[src/rtl/bsr_pkg.sv]
// Package: bsr_pkg
// Shared types for the boundary-scan cell bank.
// Assumes all strobes are synchronous enables on a single test clock.
package bsr_pkg;

    // Bundle of the shared control strobes, fanned out to every lane
    typedef struct packed {
        logic cap_en;
        logic shift_sel;
        logic upd_en;
        logic test_mode;
    } bsr_ctrl_t;

    // Value both stages take on reset
    localparam logic BSR_RST_VAL = 1'b0;

endpackage

[src/rtl/bsr_capture_stage.sv]
// Module: bsr_capture_stage
// Capture/shift flop of one lane. It loads the serial input or the
// parallel input when strobed and holds its value otherwise.
// Assumes a synchronous active-low reset and a single test clock.
module bsr_capture_stage
    import bsr_pkg::*;
(
    input  logic clk,
    input  logic rst_n,
    input  logic cap_en,
    input  logic shift_sel,
    input  logic scan_bit,
    input  logic par_bit,
    output logic cap_q
);

    logic cap_d;

    // Choose serial or parallel source for the next captured value
    always_comb begin
        cap_d = shift_sel ? scan_bit : par_bit;
    end

    // Capture/shift register with enable
    always_ff @(posedge clk) begin
        if (!rst_n)
            cap_q <= BSR_RST_VAL;
        else if (cap_en)
            cap_q <= cap_d;
    end

    p_shift_load_r2: assert property (@(posedge clk) disable iff (!rst_n)
        (cap_en && shift_sel) |=> (cap_q == $past(scan_bit)));
    p_par_capture_r3: assert property (@(posedge clk) disable iff (!rst_n)
        (cap_en && !shift_sel) |=> (cap_q == $past(par_bit)));
    p_cap_hold_r4: assert property (@(posedge clk) disable iff (!rst_n)
        !cap_en |=> $stable(cap_q));

endmodule

[src/rtl/bsr_update_stage.sv]
// Module: bsr_update_stage
// Hold flop of one lane. It copies the capture flop when strobed and
// otherwise keeps the value that test mode drives out.
// Assumes a synchronous active-low reset and a single test clock.
module bsr_update_stage
    import bsr_pkg::*;
(
    input  logic clk,
    input  logic rst_n,
    input  logic upd_en,
    input  logic cap_q,
    output logic upd_q
);

    // Hold register, loaded from the capture stage on the update strobe
    always_ff @(posedge clk) begin
        if (!rst_n)
            upd_q <= BSR_RST_VAL;
        else if (upd_en)
            upd_q <= cap_q;
    end

    p_upd_load_r5: assert property (@(posedge clk) disable iff (!rst_n)
        upd_en |=> (upd_q == $past(cap_q)));
    p_upd_hold_r6: assert property (@(posedge clk) disable iff (!rst_n)
        !upd_en |=> $stable(upd_q));

endmodule

[src/rtl/bsr_drive_mux.sv]
// Module: bsr_drive_mux
// Output selector of one lane. It passes the parallel input through in
// normal operation and the hold stage in test mode. Purely combinational.
module bsr_drive_mux (
    input  logic test_mode,
    input  logic par_bit,
    input  logic upd_q,
    output logic out_bit
);

    // Select the driven value for the pin or core side
    always_comb begin
        out_bit = test_mode ? upd_q : par_bit;
    end

endmodule

[src/rtl/bsr_cell_bank.sv]
// Module: bsr_cell_bank
// Bank of LANES independent boundary-scan cells sharing one set of
// control strobes. Each lane is a capture stage, a hold stage and an
// output selector. Lanes are not linked: chaining is done outside.
// Assumes a synchronous active-low reset and a single test clock.
module bsr_cell_bank
    import bsr_pkg::*;
#(
    parameter int LANES = 4
) (
    input  logic             clk,
    input  logic             rst_n,
    input  logic             cap_en,
    input  logic             shift_sel,
    input  logic             upd_en,
    input  logic             test_mode,
    input  logic [LANES-1:0] scan_in,
    input  logic [LANES-1:0] par_in,
    output logic [LANES-1:0] par_out,
    output logic [LANES-1:0] scan_out
);

    localparam int LANE_MSB = LANES - 1;

    bsr_ctrl_t          ctrl;
    logic [LANE_MSB:0]  cap_vec;
    logic [LANE_MSB:0]  upd_vec;

    // Gather the shared strobes into one bundle
    always_comb begin
        ctrl.cap_en    = cap_en;
        ctrl.shift_sel = shift_sel;
        ctrl.upd_en    = upd_en;
        ctrl.test_mode = test_mode;
    end

    // One cell per lane
    for (genvar i = 0; i < LANES; i++) begin : g_lane
        bsr_capture_stage u_cap (
            .clk       (clk),
            .rst_n     (rst_n),
            .cap_en    (ctrl.cap_en),
            .shift_sel (ctrl.shift_sel),
            .scan_bit  (scan_in[i]),
            .par_bit   (par_in[i]),
            .cap_q     (cap_vec[i])
        );

        bsr_update_stage u_upd (
            .clk    (clk),
            .rst_n  (rst_n),
            .upd_en (ctrl.upd_en),
            .cap_q  (cap_vec[i]),
            .upd_q  (upd_vec[i])
        );

        bsr_drive_mux u_mux (
            .test_mode (ctrl.test_mode),
            .par_bit   (par_in[i]),
            .upd_q     (upd_vec[i]),
            .out_bit   (par_out[i])
        );
    end

    // Serial output of every lane is its capture stage
    always_comb begin
        scan_out = cap_vec;
    end

    p_pass_through_r1: assert property (@(posedge clk) disable iff (!rst_n)
        !test_mode |-> (par_out == par_in));
    p_test_drive_r7: assert property (@(posedge clk) disable iff (!rst_n)
        test_mode |-> (par_out == upd_vec));

endmodule

[config.mk]
export PLATFORM = sky130hd
export DESIGN_NAME = bsr_cell_bank
export DESIGN_NICKNAME = d
export VERILOG_FILES = /design/src/rtl/bsr_pkg.sv /design/src/rtl/bsr_capture_stage.sv /design/src/rtl/bsr_update_stage.sv /design/src/rtl/bsr_drive_mux.sv /design/src/rtl/bsr_cell_bank.sv
export SDC_FILE = /design/constraint.sdc
export NUM_CORES = 1
export LEC_CHECK = 0
export ABC_AREA = 1
export CELL_PAD_IN_SITES_DETAIL_PLACEMENT = 1
export CELL_PAD_IN_SITES_GLOBAL_PLACEMENT = 2
export CORE_UTILIZATION = 20
export CTS_CLUSTER_SIZE = 28
export DETAILED_ROUTE_END_ITERATION = 10
export MAX_ROUTING_LAYER = met4
export PLACE_DENSITY = 0.88
export SKIP_LAST_GASP = 1
export SLEW_MARGIN = 20
export SYNTH_ARGS = -nofsm -noshare
export SYNTH_HDL_FRONTEND = slang
export SYNTH_SLANG_ARGS = --single-unit
[constraint.sdc]
create_clock -name clk -period 1.2 [get_ports clk]
set_input_delay 0.24 -clock clk [delete_from_list [all_inputs] [get_ports clk]]
set_output_delay 0.24 -clock clk [all_outputs]
set_load 0.01 [all_outputs]
Word level (Yosys, flattened, before mapping) --
Cells that the tools add are included.
Word-level totals: register bits after elaboration 8, output and inout bits 8
Operators by class: multiplexer cells 8
Operator list (count):
- $mux W1 | 8

Logic depth before layout (Yosys ltp) --
word-level depth 1, gate-level depth with buffers 5, gate-level depth less buffers 5

Cells and area by module --
From an unflattened synthesis, not the netlist that was laid out.
Second synthesis, totals: cells, all modules 80, area, all modules 445.4 µm²
By module, submodules not included:
- bsr_capture_stage | seq. area each 20.0 µm², times used 4, area each 55.1 µm², cells an instance 10
- bsr_update_stage | seq. area each 20.0 µm², times used 4, area each 41.3 µm², cells an instance 6
- bsr_drive_mux | seq. area each 0.0 µm², times used 4, area each 15.0 µm², cells an instance 4

Worst setup path after synthesis --
OpenSTA, ideal clock, no wires.
path kind register -> output, from register g_lane[1].u_upd.upd_q, to output port par_out[1], arrival time 0.528 ns, setup slack 0.432 ns, data required time 0.960 ns, cell stages (with the launch flop) 4, path buffers 1, path through dfxtp_1 > nand2_1 > o21ai_0 > buf_4
Between the ends: longest elaborated chain between the ends 1
Ends and longest elaborated chain:
- start, declared | RTL line bsr_update_stage.sv:12 | output logic upd_q
- start signal, assigned | RTL line bsr_update_stage.sv:20 | upd_q <= cap_q;
- $mux W1 | RTL line bsr_drive_mux.sv:13 | out_bit = test_mode ? upd_q : par_bit;
- end, declared | RTL line bsr_cell_bank.sv:19 | output logic [LANES-1:0] par_out,
Every way passes these cells.

Worst setup path after layout --
from register g_lane[2].u_cap.cap_q, to output port scan_out[2]
RTL lines:
- start, declared | RTL line bsr_capture_stage.sv:14 | output logic cap_q
- start signal, assigned | RTL line bsr_capture_stage.sv:29 | cap_q <= cap_d;
- end, declared | RTL line bsr_cell_bank.sv:20 | output logic [LANES-1:0] scan_out
No word-level cell between the ends.

==> metrics.md <==
| Metric | Value |
|---|---|
| Status | `complete, no violations` |
| Initial antenna violation count | `0` |
| Antenna viol nets, final | `0` |
| Crit path largest cell delay | `0.36 ns` |
| Largest net degree at the start of global routing | `9` |
| Fmax | `885.8 MHz` |
| IO Pins | `22` |
| Non-filler cells, final | `117` |
| WP buf/inv | `1` |
| DRT Wirelength | `1079 µm` |
| Final GP Congestion | `0.6651` |
| Later-pin clock latency in the skew report | `0.25 ns` |
| GR Overflow Total | `0` |
| Initial DRC count | `6` |
| Slowest cell on crit path | `dfxtp_1` |
| CTS tree | `done` |
| Final setup TNS | `0 ns` |
| Cell Int Power | `476.1 µW` |
| Port bufs | `21` |
| Initial Util | `22.18%` |
| Hold Path Class | `in -> reg` |
| Leak pwr | `0.0003545 µW` |
| Worst Skew | `about 0.0021 ns` |
| CP delay by family, top | `flip-flops` |
| Critical Path Start Type | `register` |
| Crit Path Category | `reg -> out` |
| Sequential cell area fraction in the yosys report | `35.36%` |
| Placed cell count | `114` |
| Vias | `roughly 460` |
| H-tree Lvls | `1` |
| Design Power | `646.5 µW` |
| Slew Viols, Final | `0` |
| Critical Path RT | `0.96 ns` |
| Max-Cap Viols | `0` |
| Switch Pwr | `around 170 µW` |
| Post-route worst setup slack | `0.07111 ns` |
| Part of the power in registers | `46.1%` |
| Die area | `roughly 2500 µm²` |
| Syn Std Cell Area | `452.9 µm²` |
| Worst slew margin | `81.42%` |
| Clock network fraction of total power | `31.4%` |
| Nets | `106` |
| Die height | `between 40 and 50 µm` |
| Pwr dens | `1005 nW/µm²` |
| Library cells used by synthesis | `9` |
| Core area | `between 2000 and 2500 µm²` |
| Worst-path clk slew | `0.05 ns` |
| Setup violations, final | `0` |
| Post-synth net total | `86` |
| Slew at the pin closest to its max-slew limit | `0.2778 ns` |
| Remaining DRCs | `0` |
| CTS max path bufs | `2` |
| FF+latch count, synth | `8` |
| Wire length of the first global-routing pass | `1759 µm` |
| Yosys warnings | `0` |
| CP arrival | `0.89 ns` |
| Total CTS buffers | `3` |
| Placed wire-length estimate | `922.3 µm` |
| Final Hold Viols | `0` |
| Filler instances | `293` |
| Worst setup EP type | `output pin` |
| Die extent in x | `49.59 µm` |
| CTS root buf | `clkbuf_4` |
| Post-CTS setup buffer count | `0` |
| Comb pwr share | `between 20% and 30%` |
| Final min period | `1.129 ns` |
| Synthesized area per cell | `6.291 µm²` |
| Most frequent cells in the layout | `nand2_1, nor2_1, inv_1` |
| GRT Overall Usage | `9.974%` |
| CP Cell Sequence | `dlygate4sd2_1` |
| Fraction of power spent switching nets | `26.36%` |
| Fin crit share | `94.07%` |
| Vias in the first global route | `450` |
| Crit path max fanout | `3` |
| Via/cell ratio | `3.923` |
| TritonRoute pass-1 iters | `3` |
| Synth-to-Final Area Change | `41.99%` |
| # diodes | `0` |
| Peak supply drop | `527.7 µV` |
| Wire per inst | `a little over 9 µm` |
| RSZ-0062 raised after global routing | `no` |
| Syn Inst Count | `between 70 and 80` |
| Share of layout cells above drive strength 1 | `a little over an eighth` |
| Row count | `16` |
| Sink Count | `8` |
| Post-Place Setup Slack | `-0.5989 ns` |
==> registers in the layout, indices dropped and copies added, names as in the netlist <==
| signal | cells |
|---|---|
| g_lane.u_cap.cap_q | 4 |
| g_lane.u_upd.upd_q | 4 |
==> power groups by stage <==
stage | combinational, µW | sequential, µW | clock (µW)
floorplan | 92.3 | 298 | 0
global placement | 166 | 304 | 0
detailed placement | 168 | 304 | 0
CTS | 151 | 298 | 215
global route | 164 | 300 | 223
finish | 146 | 298 | 203
==> Yosys cell counts <==
cell,instances,area (µm²)
inv_2,2,7.510
o21ai_0,8,40.04
nor2_1,16,60.06
inv_1,9,33.78
buf_4,8,60.06
dfxtp_1,8,160.2
buf_6,1,11.26
nand3_1,4,20.02
nand2_1,16,60.06
==> final cells by class <==
class | count | area, µm² | share of cell area, %
clock buffers | 3 | 22.52 | 3.502
inverters | 11 | 41.29 | 6.420
multi-input cells | 44 | 180.2 | 28.02
flip-flops and latches | 8 | 160.2 | 24.90
well taps | 27 | 33.78 | 5.253
repair buffers | 24 | 205.2 | 31.91
==> kinds of logic after synthesis <==
family                 Yosys count  synth area share, %
DFF                              8                35.36
and+or+nand+nor                 36                30.94
buffers and inverters           20                24.86
AOI/OAI and AO/OA                8                8.840
==> final timing paths <==
kind                                      startpoint                            endpoint  slack, ns  cells after the start
hold reg to reg   g_lane[1].u_cap.cap_q$_SDFFE_PN0P_  g_lane[1].u_upd.upd_q$_SDFFE_PN0P_       0.51                      2
setup reg to reg  g_lane[1].u_cap.cap_q$_SDFFE_PN0P_  g_lane[1].u_cap.cap_q$_SDFFE_PN0P_       0.52                      4
hold / removal                             par_in[0]  g_lane[0].u_cap.cap_q$_SDFFE_PN0P_       0.34                      5
setup / recovery  g_lane[2].u_cap.cap_q$_SDFFE_PN0P_                         scan_out[2]       0.07                      1
==> per-stage QoR <==
| step | instance area [µm²] | hold slack (ns) | util, % |
|---|---|---|---|
| after floorplan | 452.9 | 0.3757 | - |
| after global placement | 648.1 | 0.5010 | 31.74 |
| after detailed placement | 648.1 | 0.5094 | 31.74 |
| after CTS | 646.9 | 0.5218 | 31.68 |
| after global routing | 643.1 | 0.3887 | 31.50 |
| final | 643.1 | 0.3394 | 31.50 |
==> per-layer routing <==
metal,wire length (µm),part of all wire [%],GRT usage (%)
met5,0,0,-
met4,0,0,2.857
met3,69,6.4,4.938
met2,541,50,17.79
met1,468,43,9.328
==> repair_timing <==
action	in CTS	in global routing
hold buffers	0	0
gates cloned	0	0
setup endpoints to repair	8	1
pin swaps	0	1
resized for setup	27	2
No activity file was read; power rests on OpenSTA's default activity.
